--- src/rtl/scl_div_pkg.sv ---
// Package: shared phase encoding and offset rule for the SCL divider.
// Assumes: callers pass prescaler comparisons already decoded.
package scl_div_pkg;

    // SCL phase encoding: value equals the driven line level
    typedef enum logic {
        PH_LOW  = 1'b0,
        PH_HIGH = 1'b1
    } scl_phase_e;

    // Offset added to each phase count when the prescaler is used as-is
    localparam logic [2:0] OFS_PSC0  = 3'd7;
    localparam logic [2:0] OFS_PSC1  = 3'd6;
    localparam logic [2:0] OFS_WIDE  = 3'd5;
    localparam logic [2:0] OFS_FIXED = 3'd6;

    // Pick the offset from the decoded prescaler value
    function automatic logic [2:0] scaled_offset(input logic is_zero, input logic is_one);
        if (is_zero)     return OFS_PSC0;
        else if (is_one) return OFS_PSC1;
        else             return OFS_WIDE;
    endfunction

endpackage

--- src/rtl/scl_cfg_hold.sv ---
// Module: scl_cfg_hold
// Captures the divider fields while the controller is held in reset and
// turns them into phase lengths (count + offset) for the phase sequencer.
// Assumes: fields are meaningful only once enable has been low for an edge.
module scl_cfg_hold
    import scl_div_pkg::*;
#(
    parameter int CNT_W            = 16,
    parameter bit USE_FIXED_OFFSET = 1'b0
) (
    input  logic             clk,
    input  logic             rst_n,
    input  logic             enable_i,
    input  logic [CNT_W-1:0] psc_i,
    input  logic [CNT_W-1:0] low_i,
    input  logic [CNT_W-1:0] high_i,
    output logic [CNT_W-1:0] psc_o,
    output logic [CNT_W:0]   low_len_o,
    output logic [CNT_W:0]   high_len_o,
    output logic             gen_ok_o
);
    localparam int LEN_W = CNT_W + 1;

    logic [CNT_W-1:0] psc_q;
    logic [CNT_W-1:0] low_q;
    logic [CNT_W-1:0] high_q;
    logic [2:0]       ofs_w;

    // Holding registers follow the inputs only while in module reset
    always_ff @(posedge clk) begin
        if (!rst_n) begin
            psc_q  <= '0;
            low_q  <= '0;
            high_q <= '0;
        end else if (!enable_i) begin
            psc_q  <= psc_i;
            low_q  <= low_i;
            high_q <= high_i;
        end
    end

    // Offset selection: constant variant or prescaler-dependent variant
    generate
        if (USE_FIXED_OFFSET) begin : g_fixed_ofs
            assign ofs_w = OFS_FIXED;
        end else begin : g_scaled_ofs
            always_comb ofs_w = scaled_offset(psc_q == '0, psc_q == CNT_W'(1));
        end
    endgenerate

    // Phase lengths in prescaled ticks
    always_comb begin
        low_len_o  = {1'b0, low_q}  + LEN_W'(ofs_w);
        high_len_o = {1'b0, high_q} + LEN_W'(ofs_w);
    end

    assign psc_o    = psc_q;
    assign gen_ok_o = (high_q != '0);

endmodule

--- src/rtl/scl_prescale.sv ---
// Module: scl_prescale
// Divides the system clock by (limit + 1), giving a one-cycle tick.
// Assumes: limit is frozen while run_i is high.
module scl_prescale #(
    parameter int CNT_W = 16
) (
    input  logic             clk,
    input  logic             rst_n,
    input  logic             run_i,
    input  logic [CNT_W-1:0] lim_i,
    output logic             tick_o
);
    logic [CNT_W-1:0] cnt_q;

    assign tick_o = run_i && (cnt_q == lim_i);

    // Free-running count 0..limit, cleared whenever generation stops
    always_ff @(posedge clk) begin
        if (!rst_n)            cnt_q <= '0;
        else if (!run_i)       cnt_q <= '0;
        else if (cnt_q == lim_i) cnt_q <= '0;
        else                   cnt_q <= cnt_q + CNT_W'(1);
    end


    psc_cnt_bound_chk: assert property (@(posedge clk) disable iff (!rst_n)
        run_i |-> (cnt_q <= lim_i));


    tick_spacing_chk: assert property (@(posedge clk) disable iff (!rst_n)
        (tick_o && (lim_i != '0)) |=> !tick_o);

endmodule

--- src/rtl/scl_phase_seq.sv ---
// Module: scl_phase_seq
// Counts prescaled ticks through a low half then a high half, repeating.
// Assumes: lengths are at least 1 and frozen while run_i is high.
module scl_phase_seq
    import scl_div_pkg::*;
#(
    parameter int CNT_W = 16
) (
    input  logic           clk,
    input  logic           rst_n,
    input  logic           run_i,
    input  logic           tick_i,
    input  logic [CNT_W:0] low_len_i,
    input  logic [CNT_W:0] high_len_i,
    output logic           phase_o
);
    localparam int LEN_W = CNT_W + 1;

    scl_phase_e     phase_q;
    logic [LEN_W-1:0] cnt_q;
    logic [LEN_W-1:0] cur_len;

    // Length of the phase currently being measured
    always_comb cur_len = (phase_q == PH_HIGH) ? high_len_i : low_len_i;

    // Tick counter with phase swap at the end of each half
    always_ff @(posedge clk) begin
        if (!rst_n || !run_i) begin
            phase_q <= PH_LOW;
            cnt_q   <= '0;
        end else if (tick_i) begin
            if (cnt_q == cur_len - LEN_W'(1)) begin
                cnt_q   <= '0;
                phase_q <= (phase_q == PH_HIGH) ? PH_LOW : PH_HIGH;
            end else begin
                cnt_q <= cnt_q + LEN_W'(1);
            end
        end
    end

    assign phase_o = phase_q;


    phase_cnt_bound_chk: assert property (@(posedge clk) disable iff (!rst_n)
        run_i |-> (cnt_q < cur_len));


    phase_flip_on_tick_chk: assert property (@(posedge clk) disable iff (!rst_n)
        (run_i && $past(run_i) && (phase_q != $past(phase_q))) |-> $past(tick_i));

endmodule

--- src/rtl/scl_clk_div.sv ---
// Module: scl_clk_div (top)
// SCL timing generator: holding registers, prescaler and phase sequencer.
// SCL is released high whenever generation is not running.
// Assumes: synchronous active-low reset applied before use.
module scl_clk_div #(
    parameter int CNT_W            = 16,
    parameter bit USE_FIXED_OFFSET = 1'b0
) (
    input  logic             clk,
    input  logic             rst_n,
    input  logic             enable,
    input  logic             run,
    input  logic [CNT_W-1:0] psc_val,
    input  logic [CNT_W-1:0] low_val,
    input  logic [CNT_W-1:0] high_val,
    output logic             scl_level,
    output logic             scl_ce
);
    logic [CNT_W-1:0] psc_q;
    logic [CNT_W:0]   low_len;
    logic [CNT_W:0]   high_len;
    logic             gen_ok;
    logic             running_q;
    logic             tick;
    logic             phase;

    scl_cfg_hold #(.CNT_W(CNT_W), .USE_FIXED_OFFSET(USE_FIXED_OFFSET)) u_cfg (
        .clk        (clk),
        .rst_n      (rst_n),
        .enable_i   (enable),
        .psc_i      (psc_val),
        .low_i      (low_val),
        .high_i     (high_val),
        .psc_o      (psc_q),
        .low_len_o  (low_len),
        .high_len_o (high_len),
        .gen_ok_o   (gen_ok)
    );

    // Generation runs only when enabled, requested and a high count exists
    always_ff @(posedge clk) begin
        if (!rst_n) running_q <= 1'b0;
        else        running_q <= enable && run && gen_ok;
    end

    scl_prescale #(.CNT_W(CNT_W)) u_psc (
        .clk    (clk),
        .rst_n  (rst_n),
        .run_i  (running_q),
        .lim_i  (psc_q),
        .tick_o (tick)
    );

    scl_phase_seq #(.CNT_W(CNT_W)) u_seq (
        .clk        (clk),
        .rst_n      (rst_n),
        .run_i      (running_q),
        .tick_i     (tick),
        .low_len_i  (low_len),
        .high_len_i (high_len),
        .phase_o    (phase)
    );

    assign scl_level = running_q ? phase : 1'b1;
    assign scl_ce    = tick;


    idle_release_chk: assert property (@(posedge clk) disable iff (!rst_n)
        (!enable || !run) |=> (scl_level && !scl_ce));


    cfg_frozen_chk: assert property (@(posedge clk) disable iff (!rst_n)
        ($past(rst_n) && $past(enable)) |->
            ($stable(psc_q) && $stable(low_len) && $stable(high_len)));


    no_high_idle_chk: assert property (@(posedge clk) disable iff (!rst_n)
        !gen_ok |-> (scl_level && !scl_ce));

endmodule

--- config.mk ---
export PLATFORM = sky130hd
export DESIGN_NAME = scl_clk_div
export DESIGN_NICKNAME = d
export VERILOG_FILES = /design/src/rtl/scl_div_pkg.sv /design/src/rtl/scl_cfg_hold.sv /design/src/rtl/scl_prescale.sv /design/src/rtl/scl_phase_seq.sv /design/src/rtl/scl_clk_div.sv
export SDC_FILE = /design/constraint.sdc
export NUM_CORES = 1
export LEC_CHECK = 0
export ABC_AREA = 1
export ABC_CLOCK_PERIOD_IN_PS = 4500
export BUFFER_PORTS_ARGS = -buffer_cell sky130_fd_sc_hd__buf_4
export CORE_ASPECT_RATIO = 0.9
export CORE_MARGIN = 4
export CORE_UTILIZATION = 40
export DETAILED_ROUTE_END_ITERATION = 12
export GPL_ROUTABILITY_DRIVEN = 0
export PLACE_DENSITY = 0.57
export SYNTH_ARGS = -nofsm -noshare
export SYNTH_HDL_FRONTEND = slang
export SYNTH_HIERARCHICAL = 1
export SYNTH_SLANG_ARGS = --single-unit
--- constraint.sdc ---
create_clock -name clk -period 4.5 [get_ports clk]
set_input_delay 0.9 -clock clk [delete_from_list [all_inputs] [get_ports clk]]
set_output_delay 0.9 -clock clk [all_outputs]
set_load 0.03 [all_outputs]
==> results of run 1 <==
## stage by stage
step	cell area [µm²]	worst slack, ns	instances	hold WS, ns	util, %
after floorplan	5640	1.36	957	0.460	-
after global placement	6160	0.628	1178	0.484	45.4
after detailed placement	6160	0.594	1178	0.486	45.4
after CTS	6460	0.567	1194	0.495	47.6
after global routing	6460	0.0935	1194	0.519	47.6
final	6460	0.542	1194	0.498	47.6
## cell type report
| class | count | share of cell area [%] |
|---|---|---|
| Tap cell | 189 | 3.66 |
| Timing Repair Buffer | 55 | 6.39 |
| Clock inverter | 5 | 0.929 |
| Sequential cell | 83 | 25.7 |
| Multi-Input combinational cell | 724 | 52.2 |
| Inverter | 127 | 7.38 |
| Clock buffer | 11 | 3.76 |
## synth_stat cells (all sizes together)
cell    instances  share of area [%]
a21oi          31                2.7
and2            1               0.11
buf            16                1.9
clkbuf          7               0.49
dfxtp          83                 29
fa              2               0.71
ha              7                1.6
inv           127                8.4
nand2         319                 22
nand3          40                3.7
nand3b          2               0.27
nand4          18                2.0
nor2          185                 13
nor3           10                1.1
nor4            1               0.11
o21ai          62                5.5
o21bai          1               0.13
or2             1               0.11
xnor2           6               0.93
xor2           38                5.9
## tightest hold or removal path, cell delays in order (launching register included)
cell,delay [ns]
sky130_fd_sc_hd__dfxtp_1,0.32
sky130_fd_sc_hd__inv_1,0.07
sky130_fd_sc_hd__a21oi_1,0.06
## how the worst max path moves through the flow
stage | start | endpoint | slack [ns] | cells after the start
after floorplan | u_cfg/psc_o[10] | u_seq/cnt_q[2] | 1.36 | 24
after detailed placement | u_cfg/psc_o[15] | u_seq/cnt_q[15] | 0.59 | 23
after CTS | u_cfg/psc_o[15] | u_seq/cnt_q[15] | 0.57 | 23
after global routing | u_cfg/psc_o[15] | u_seq/cnt_q[8] | 0.09 | 24
final | u_cfg/psc_o[15] | u_seq/cnt_q[15] | 0.54 | 23
after global placement | u_cfg/psc_o[2] | u_seq/cnt_q[15] | 0.63 | 23
## report_power, final
part	leakage [nW]	switching [mW]	total, mW	internal (mW)
sequential	0.681	0.0334	0.799	0.766
combinational	2.13	0.181	0.292	0.111
clock	0.146	0.319	0.767	0.447
total	2.95	0.534	1.86	1.32
## flip-flops by register name, indices dropped and copies added (netlist names)
signal and count:
running_q 1, u_cfg/high_q 16, u_cfg/low_q 16, u_cfg/psc_o 16, u_psc/cnt_q 16, u_seq/cnt_q 17, u_seq/phase_o 1
## per-layer routing
| metal | vias up | wire [µm] |
|---|---|---|
| met5 | - | 0 |
| met4 | 0 | 208 |
| met3 | 12 | 901 |
| met2 | 116 | 5960 |
| met1 | 2447 | 8010 |
| li1 | 3031 | - |
## cells by family (layout without fill, tap and decap cells)
group           after synthesis  in the layout  share of synthesized area [%]
simple gates                577            577                           42.3
buf+inv                     150            198                           10.8
compound gates               94             94                           8.38
flops                        83             83                           29.4
xor+xnor                     44             44                           6.83
fa+ha+maj                     9              9                           2.26
==> flow_summary.rst, run 1 <==
.. list-table::
   :header-rows: 1

   * - Metric
     - Value
   * - Run status
     - completed
   * - Area of the mapped netlist
     - 5640 µm²
   * - Peak ir drop on the vdd network
     - 0.199 mV
   * - HP Start
     - u_cfg/psc_o[14]
   * - Width of the die
     - 133 µm
   * - Sum Neg Setup Slack
     - 0 ns
   * - Met3 track utilization from global routing
     - 4.99%
   * - Number of sinks handled by clock tree synthesis
     - 83
   * - Final-report max-slew violation count
     - 0
   * - Most common cell after layout, fill and taps aside
     - sky130_fd_sc_hd__nand2_1
   * - Setup Fix Bufs, Post-CTS
     - 0
   * - Final number of hold-violating endpoints
     - 0
   * - Endpoint, Worst Hold
     - u_cfg/psc_o[14]
   * - Root buffer cell
     - sky130_fd_sc_hd__clkbuf_16
   * - Number of inserted filler cells in the final layout
     - 1500
   * - Worst clock skew
     - 0.00492 ns
   * - H-tree Lvls
     - 3
   * - Detailed Route Iter0 Violations
     - 392
   * - Number of synthesized register bits
     - just over 80
   * - Endpoint type of the worst setup path
     - flip-flop
   * - Critical path peak fanout
     - 16
   * - Chip height
     - 121 µm
   * - Detailed Route WL
     - 15100 µm
   * - Number of instances in the synthesized netlist
     - 957
   * - Worst max-slew margin expressed relative to the limit
     - 51.4%
   * - Sequence of cells on the critical path
     - nor2_1 > nand2_1 > nor2_1 > nand3_1 > ha_1 > fa_1 > nor2_1 > nor2_2 > xor2_1 > inv_1 > nand2_1 > nand2_1 > nand2_1 > nor2_1 > nand2_1 > o21ai_1 > nand2_1 > nor2_1 > nand2_1 > nor2_2 > nand3_2 > nand2_2 > nor2_1
   * - Endpoint arrival time on the critical path
     - 4.19 ns
   * - Setup repair after global routing missed its margin
     - false
   * - Setup slack, reg-to-reg
     - 0.54 ns
   * - Clock latency on the worst-skew pair
     - 0.35 ns
   * - CTS buffer count
     - 9
   * - Post-layout power
     - 1.86 mW
   * - Clock-pin slew on the worst setup and hold paths
     - 0.06 ns
   * - Final setup vio count
     - 0
   * - Bufs on Longest Clock Path
     - 2
   * - Remaining design rule violation count
     - 0
   * - Depth of the worst register-to-register path
     - 23
   * - Die footprint
     - 16100 µm²
   * - Antenna-violating nets left
     - 0
   * - CP max stage delay
     - 0.44 ns
   * - Mean number of vias per cell
     - 4.70
   * - Actual slew at the worst max-slew pin
     - 0.728 ns
   * - F_max
     - approximately 0.25 GHz
   * - Register cell area after layout
     - around 1700 µm²
   * - Count of cells resized by post-cts repair
     - 0
   * - Drt first pass iters
     - 5
   * - Count of hold buffers inserted by post-cts repair
     - 0
   * - Number of global-route vias before repair
     - between 5000 and 6000
   * - Number of inserted diodes
     - 0
   * - Family with the most delay on the worst path
     - simple AND/OR/NAND/NOR gates
   * - Core footprint
     - between 10000 and 15000 µm²
   * - Met1 routing resource usage after global routing
     - 28.1%
   * - GRT Util Overall
     - 19.3%
   * - Count of input and output buffers
     - 53
   * - Slowest library cell on the worst path
     - sky130_fd_sc_hd__fa_1
   * - Critical Path Start Type
     - flip-flop
   * - Largest net degree at the start of global routing
     - 79
   * - Final global-route overflow total
     - 0
   * - Cell area power density
     - ~290 nW/µm²
   * - Share of layout cells above drive strength 1
     - 10.2%
   * - Met2 Use GR
     - about 28%
   * - Area Growth Syn to Fin
     - 14.5%
   * - Max-capacitance violation count
     - 0
   * - Leak
     - 2.95 nW
   * - Seq/Total Area, Yosys
     - between 20% and 30%
   * - Hold Path Stages
     - 2
   * - I/O pin count
     - 54
   * - Destination of the worst register-to-register timing path
     - u_seq/cnt_q[15]
   * - Most used cells in the layout excluding fill and tap cells
     - sky130_fd_sc_hd__nand2_1 (313), sky130_fd_sc_hd__nor2_1 (168), sky130_fd_sc_hd__inv_1 (122)
   * - Effective utilization at floorplan
     - a little over two fifths
   * - Most used routing layer in global routing
     - met2
   * - Detailed placer's ending HPWL
     - 11800 µm
   * - Number of antenna violations at the first check in global routing
     - 0
   * - Synth Net Count
     - between 1000 and 1500
   * - Routed wirelength normalized by instance count
     - 12.6 µm
   * - Post-layout min period
     - 3.96 ns
   * - Crit share post-route
     - slightly below 90%
   * - Post-layout net count
     - 1061
   * - Number of warnings printed during yosys synthesis
     - 6
   * - Cell mode on critical path
     - sky130_fd_sc_hd__nand2_1
   * - Total number of vias
     - 5606
   * - Critical path required time
     - 4.73 ns
   * - Total number of placement rows
     - 40
   * - Synthesized area per cell
     - 5.90 µm²
   * - Path type of the worst min-delay path
     - flip-flop to flip-flop
   * - Netlist cell types
     - 32
   * - Clock tree from TritonCTS
     - built
   * - Crit Path Category
     - flip-flop to flip-flop
   * - Area of the multi-input gates
     - around 3400 µm²
   * - Wire length of the first global-routing pass
     - 25000 µm
   * - Buffer and inverter count on the worst path
     - 1
   * - FF-to-FF Start
     - u_cfg/psc_o[15]
No activity file was read; power rests on OpenSTA's default activity.
==> run 2: changes to the inputs <==
--- a/config.mk
+++ b/config.mk
@@ -14,6 +14,7 @@
 export DETAILED_ROUTE_END_ITERATION = 12
 export GPL_ROUTABILITY_DRIVEN = 0
 export PLACE_DENSITY = 0.57
+export REMOVE_ABC_BUFFERS = 1
 export SYNTH_ARGS = -nofsm -noshare
 export SYNTH_HDL_FRONTEND = slang
 export SYNTH_HIERARCHICAL = 1
==> flow_summary.rst, run 2 (same netlist as run 1, synthesis figures left out) <==
.. list-table::
   :header-rows: 1

   * - Metric
     - Value
   * - Largest net degree at the start of global routing
     - 79
   * - Final-report max-slew violation count
     - 0
   * - Chip height
     - 121 µm
   * - F_max
     - 0.265 GHz
   * - Bufs on Longest Clock Path
     - 2
   * - Count of cells resized by post-cts repair
     - 0
   * - Slowest library cell on the worst path
     - sky130_fd_sc_hd__fa_1
   * - Detailed placer's ending HPWL
     - ~11000 µm
   * - Critical path required time
     - 4.73 ns
   * - Count of input and output buffers
     - 53
   * - Clock-pin slew on the worst setup and hold paths
     - 0.07 ns
   * - Total number of placement rows
     - 40
   * - Area of the multi-input gates
     - 3370 µm²
   * - Path type of the worst min-delay path
     - flip-flop to flip-flop
   * - I/O pin count
     - between 50 and 60
   * - Final global-route overflow total
     - 0
   * - Endpoint arrival time on the critical path
     - ~4.0 ns
   * - Worst clock skew
     - about 0.008 ns
   * - Count of hold buffers inserted by post-cts repair
     - 0
   * - Number of inserted filler cells in the final layout
     - roughly 1500
   * - Number of sinks handled by clock tree synthesis
     - 83
   * - Mean number of vias per cell
     - ~4.6
   * - Post-DP Area
     - between 6000 and 7000 µm²
   * - Antenna-violating nets left
     - 0
   * - Design area
     - 6450 µm²
   * - Root buffer cell
     - sky130_fd_sc_hd__clkbuf_16
   * - Post-layout min period
     - 3.77 ns
   * - Most common cell after layout, fill and taps aside
     - sky130_fd_sc_hd__nand2_1
   * - Die footprint
     - ~16000 µm²
   * - Run status
     - completed
   * - Sum Neg Setup Slack
     - 0 ns
   * - Critical Path Start Type
     - flip-flop
   * - Setup Fix Bufs, Post-CTS
     - 0
   * - Critical path peak fanout
     - 16
   * - Number of inserted diodes
     - 0
   * - Total number of vias
     - 5497
   * - Clock latency on the worst-skew pair
     - roughly 0.35 ns
   * - Met1 routing resource usage after global routing
     - 28.9%
   * - Worst-case hold slack
     - 0.495 ns
   * - Met3 track utilization from global routing
     - 3.83%
   * - Number of global-route vias before repair
     - 5027
   * - Met2 Use GR
     - 27.3%
   * - Setup repair after global routing missed its margin
     - false
   * - Width of the die
     - approximately 130 µm
   * - Remaining design rule violation count
     - 0
   * - Sequence of cells on the critical path
     - nor2_1 > nand2_1 > nor2_1 > nand3_1 > ha_1 > fa_1 > nor2_1 > nor2_1 > xor2_1 > inv_1 > nand2_1 > nand2_1 > nand2_1 > nor2_1 > nand2_1 > o21ai_1 > nand2_1 > nor2_1 > nand2_1 > nor2_2 > nand3_2 > nand2_2 > nor2_1
   * - Final number of hold-violating endpoints
     - 0
   * - CP max stage delay
     - 0.43 ns
   * - Endpoint type of the worst setup path
     - flip-flop
   * - Core footprint
     - 13600 µm²
   * - Number of antenna violations at the first check in global routing
     - 0
   * - CTS buffer count
     - 9
   * - Leak
     - 2.95 nW
   * - Cell area power density
     - around 280 nW/µm²
   * - GRT Util Overall
     - 19.0%
   * - Register cell area after layout
     - 1660 µm²
   * - Post-layout power
     - 1.80 mW
   * - Area Growth Syn to Fin
     - 14.2%
   * - Actual slew at the worst max-slew pin
     - 0.732 ns
   * - Worst max-slew margin expressed relative to the limit
     - 51.2%
   * - Max-capacitance violation count
     - 0
   * - Post-layout net count
     - 1061
   * - Most used routing layer in global routing
     - met1
   * - Crit Path Category
     - flip-flop to flip-flop
   * - Effective utilization at floorplan
     - 41.6%
   * - Share of layout cells above drive strength 1
     - 10.3%
   * - Number of flip-flops under the largest register name
     - 17
   * - Crit share post-route
     - a little over four fifths
   * - Detailed Route WL
     - between 10000 and 15000 µm
   * - Most flops, register
     - u_seq/cnt_q
   * - Most used cells in the layout excluding fill and tap cells
     - sky130_fd_sc_hd__nand2_1 (313), sky130_fd_sc_hd__nor2_1 (168), sky130_fd_sc_hd__inv_1 (122)
   * - Routed wirelength normalized by instance count
     - 12.3 µm
   * - Wire length of the first global-routing pass
     - 24600 µm
   * - Drt first pass iters
     - 5
   * - Peak ir drop on the vdd network
     - about 0.17 mV
   * - Detailed Route Iter0 Violations
     - 383
   * - Clock tree from TritonCTS
     - built
   * - Final setup vio count
     - 0
   * - H-tree Lvls
     - 3
[run 2: critical path, delay by kind of cell, from the launching register on]
family                     cells  cell delay, ns
buffers and inverters          1            0.07
AOI/OAI and AO/OA              1            0.14
DFF                            1            0.33
adders and majority gates      2            0.67
and+or+nand+nor               18            2.26
xor gates and xnor gates       1            0.17
[run 2: path summary, 6_finish.rpt]
check | end | slack, ns | start | cells after the start
worst max-delay path | u_seq/cnt_q[16] | 0.73 | u_cfg/psc_o[12] | 23
worst min-delay path | u_cfg/psc_o[5] | 0.50 | u_cfg/psc_o[5] | 2
worst max register to register | u_seq/cnt_q[16] | 0.73 | u_cfg/psc_o[12] | 23
worst min register to register | u_cfg/psc_o[5] | 0.50 | u_cfg/psc_o[5] | 2
[run 2: report_power, final]
group | leakage, nW | switching [mW] | internal [mW]
Combinational | 2.13 | 0.179 | 0.110
Clock | 0.139 | 0.319 | 0.394
Sequential | 0.681 | 0.0332 | 0.766
Total | 2.95 | 0.530 | 1.27
[run 2: routing by layer]
metal,wire [µm],vias to the layer above
li1,-,3023
met1,8190,2359
met2,5700,103
met3,709,12
met4,127,0
met5,0,-
[run 2: layout make-up]
type / instances / share of cell area [%]
inverters: 127 / 7.40
well taps: 189 / 3.67
clock inverters: 6 / 0.738
repair buffers: 55 / 6.41
flip-flops and latches: 83 / 25.8
clock buffers: 10 / 3.71
multi-input cells: 724 / 52.3
[run 2: metrics by stage]
step	worst slack [ns]	utilization [%]	cells
after detailed placement	0.750	45.4	1178
after global routing	0.281	47.5	1194
after floorplan	1.31	-	934
after CTS	0.741	47.5	1194
after global placement	0.798	45.4	1178
final	0.728	47.5	1194
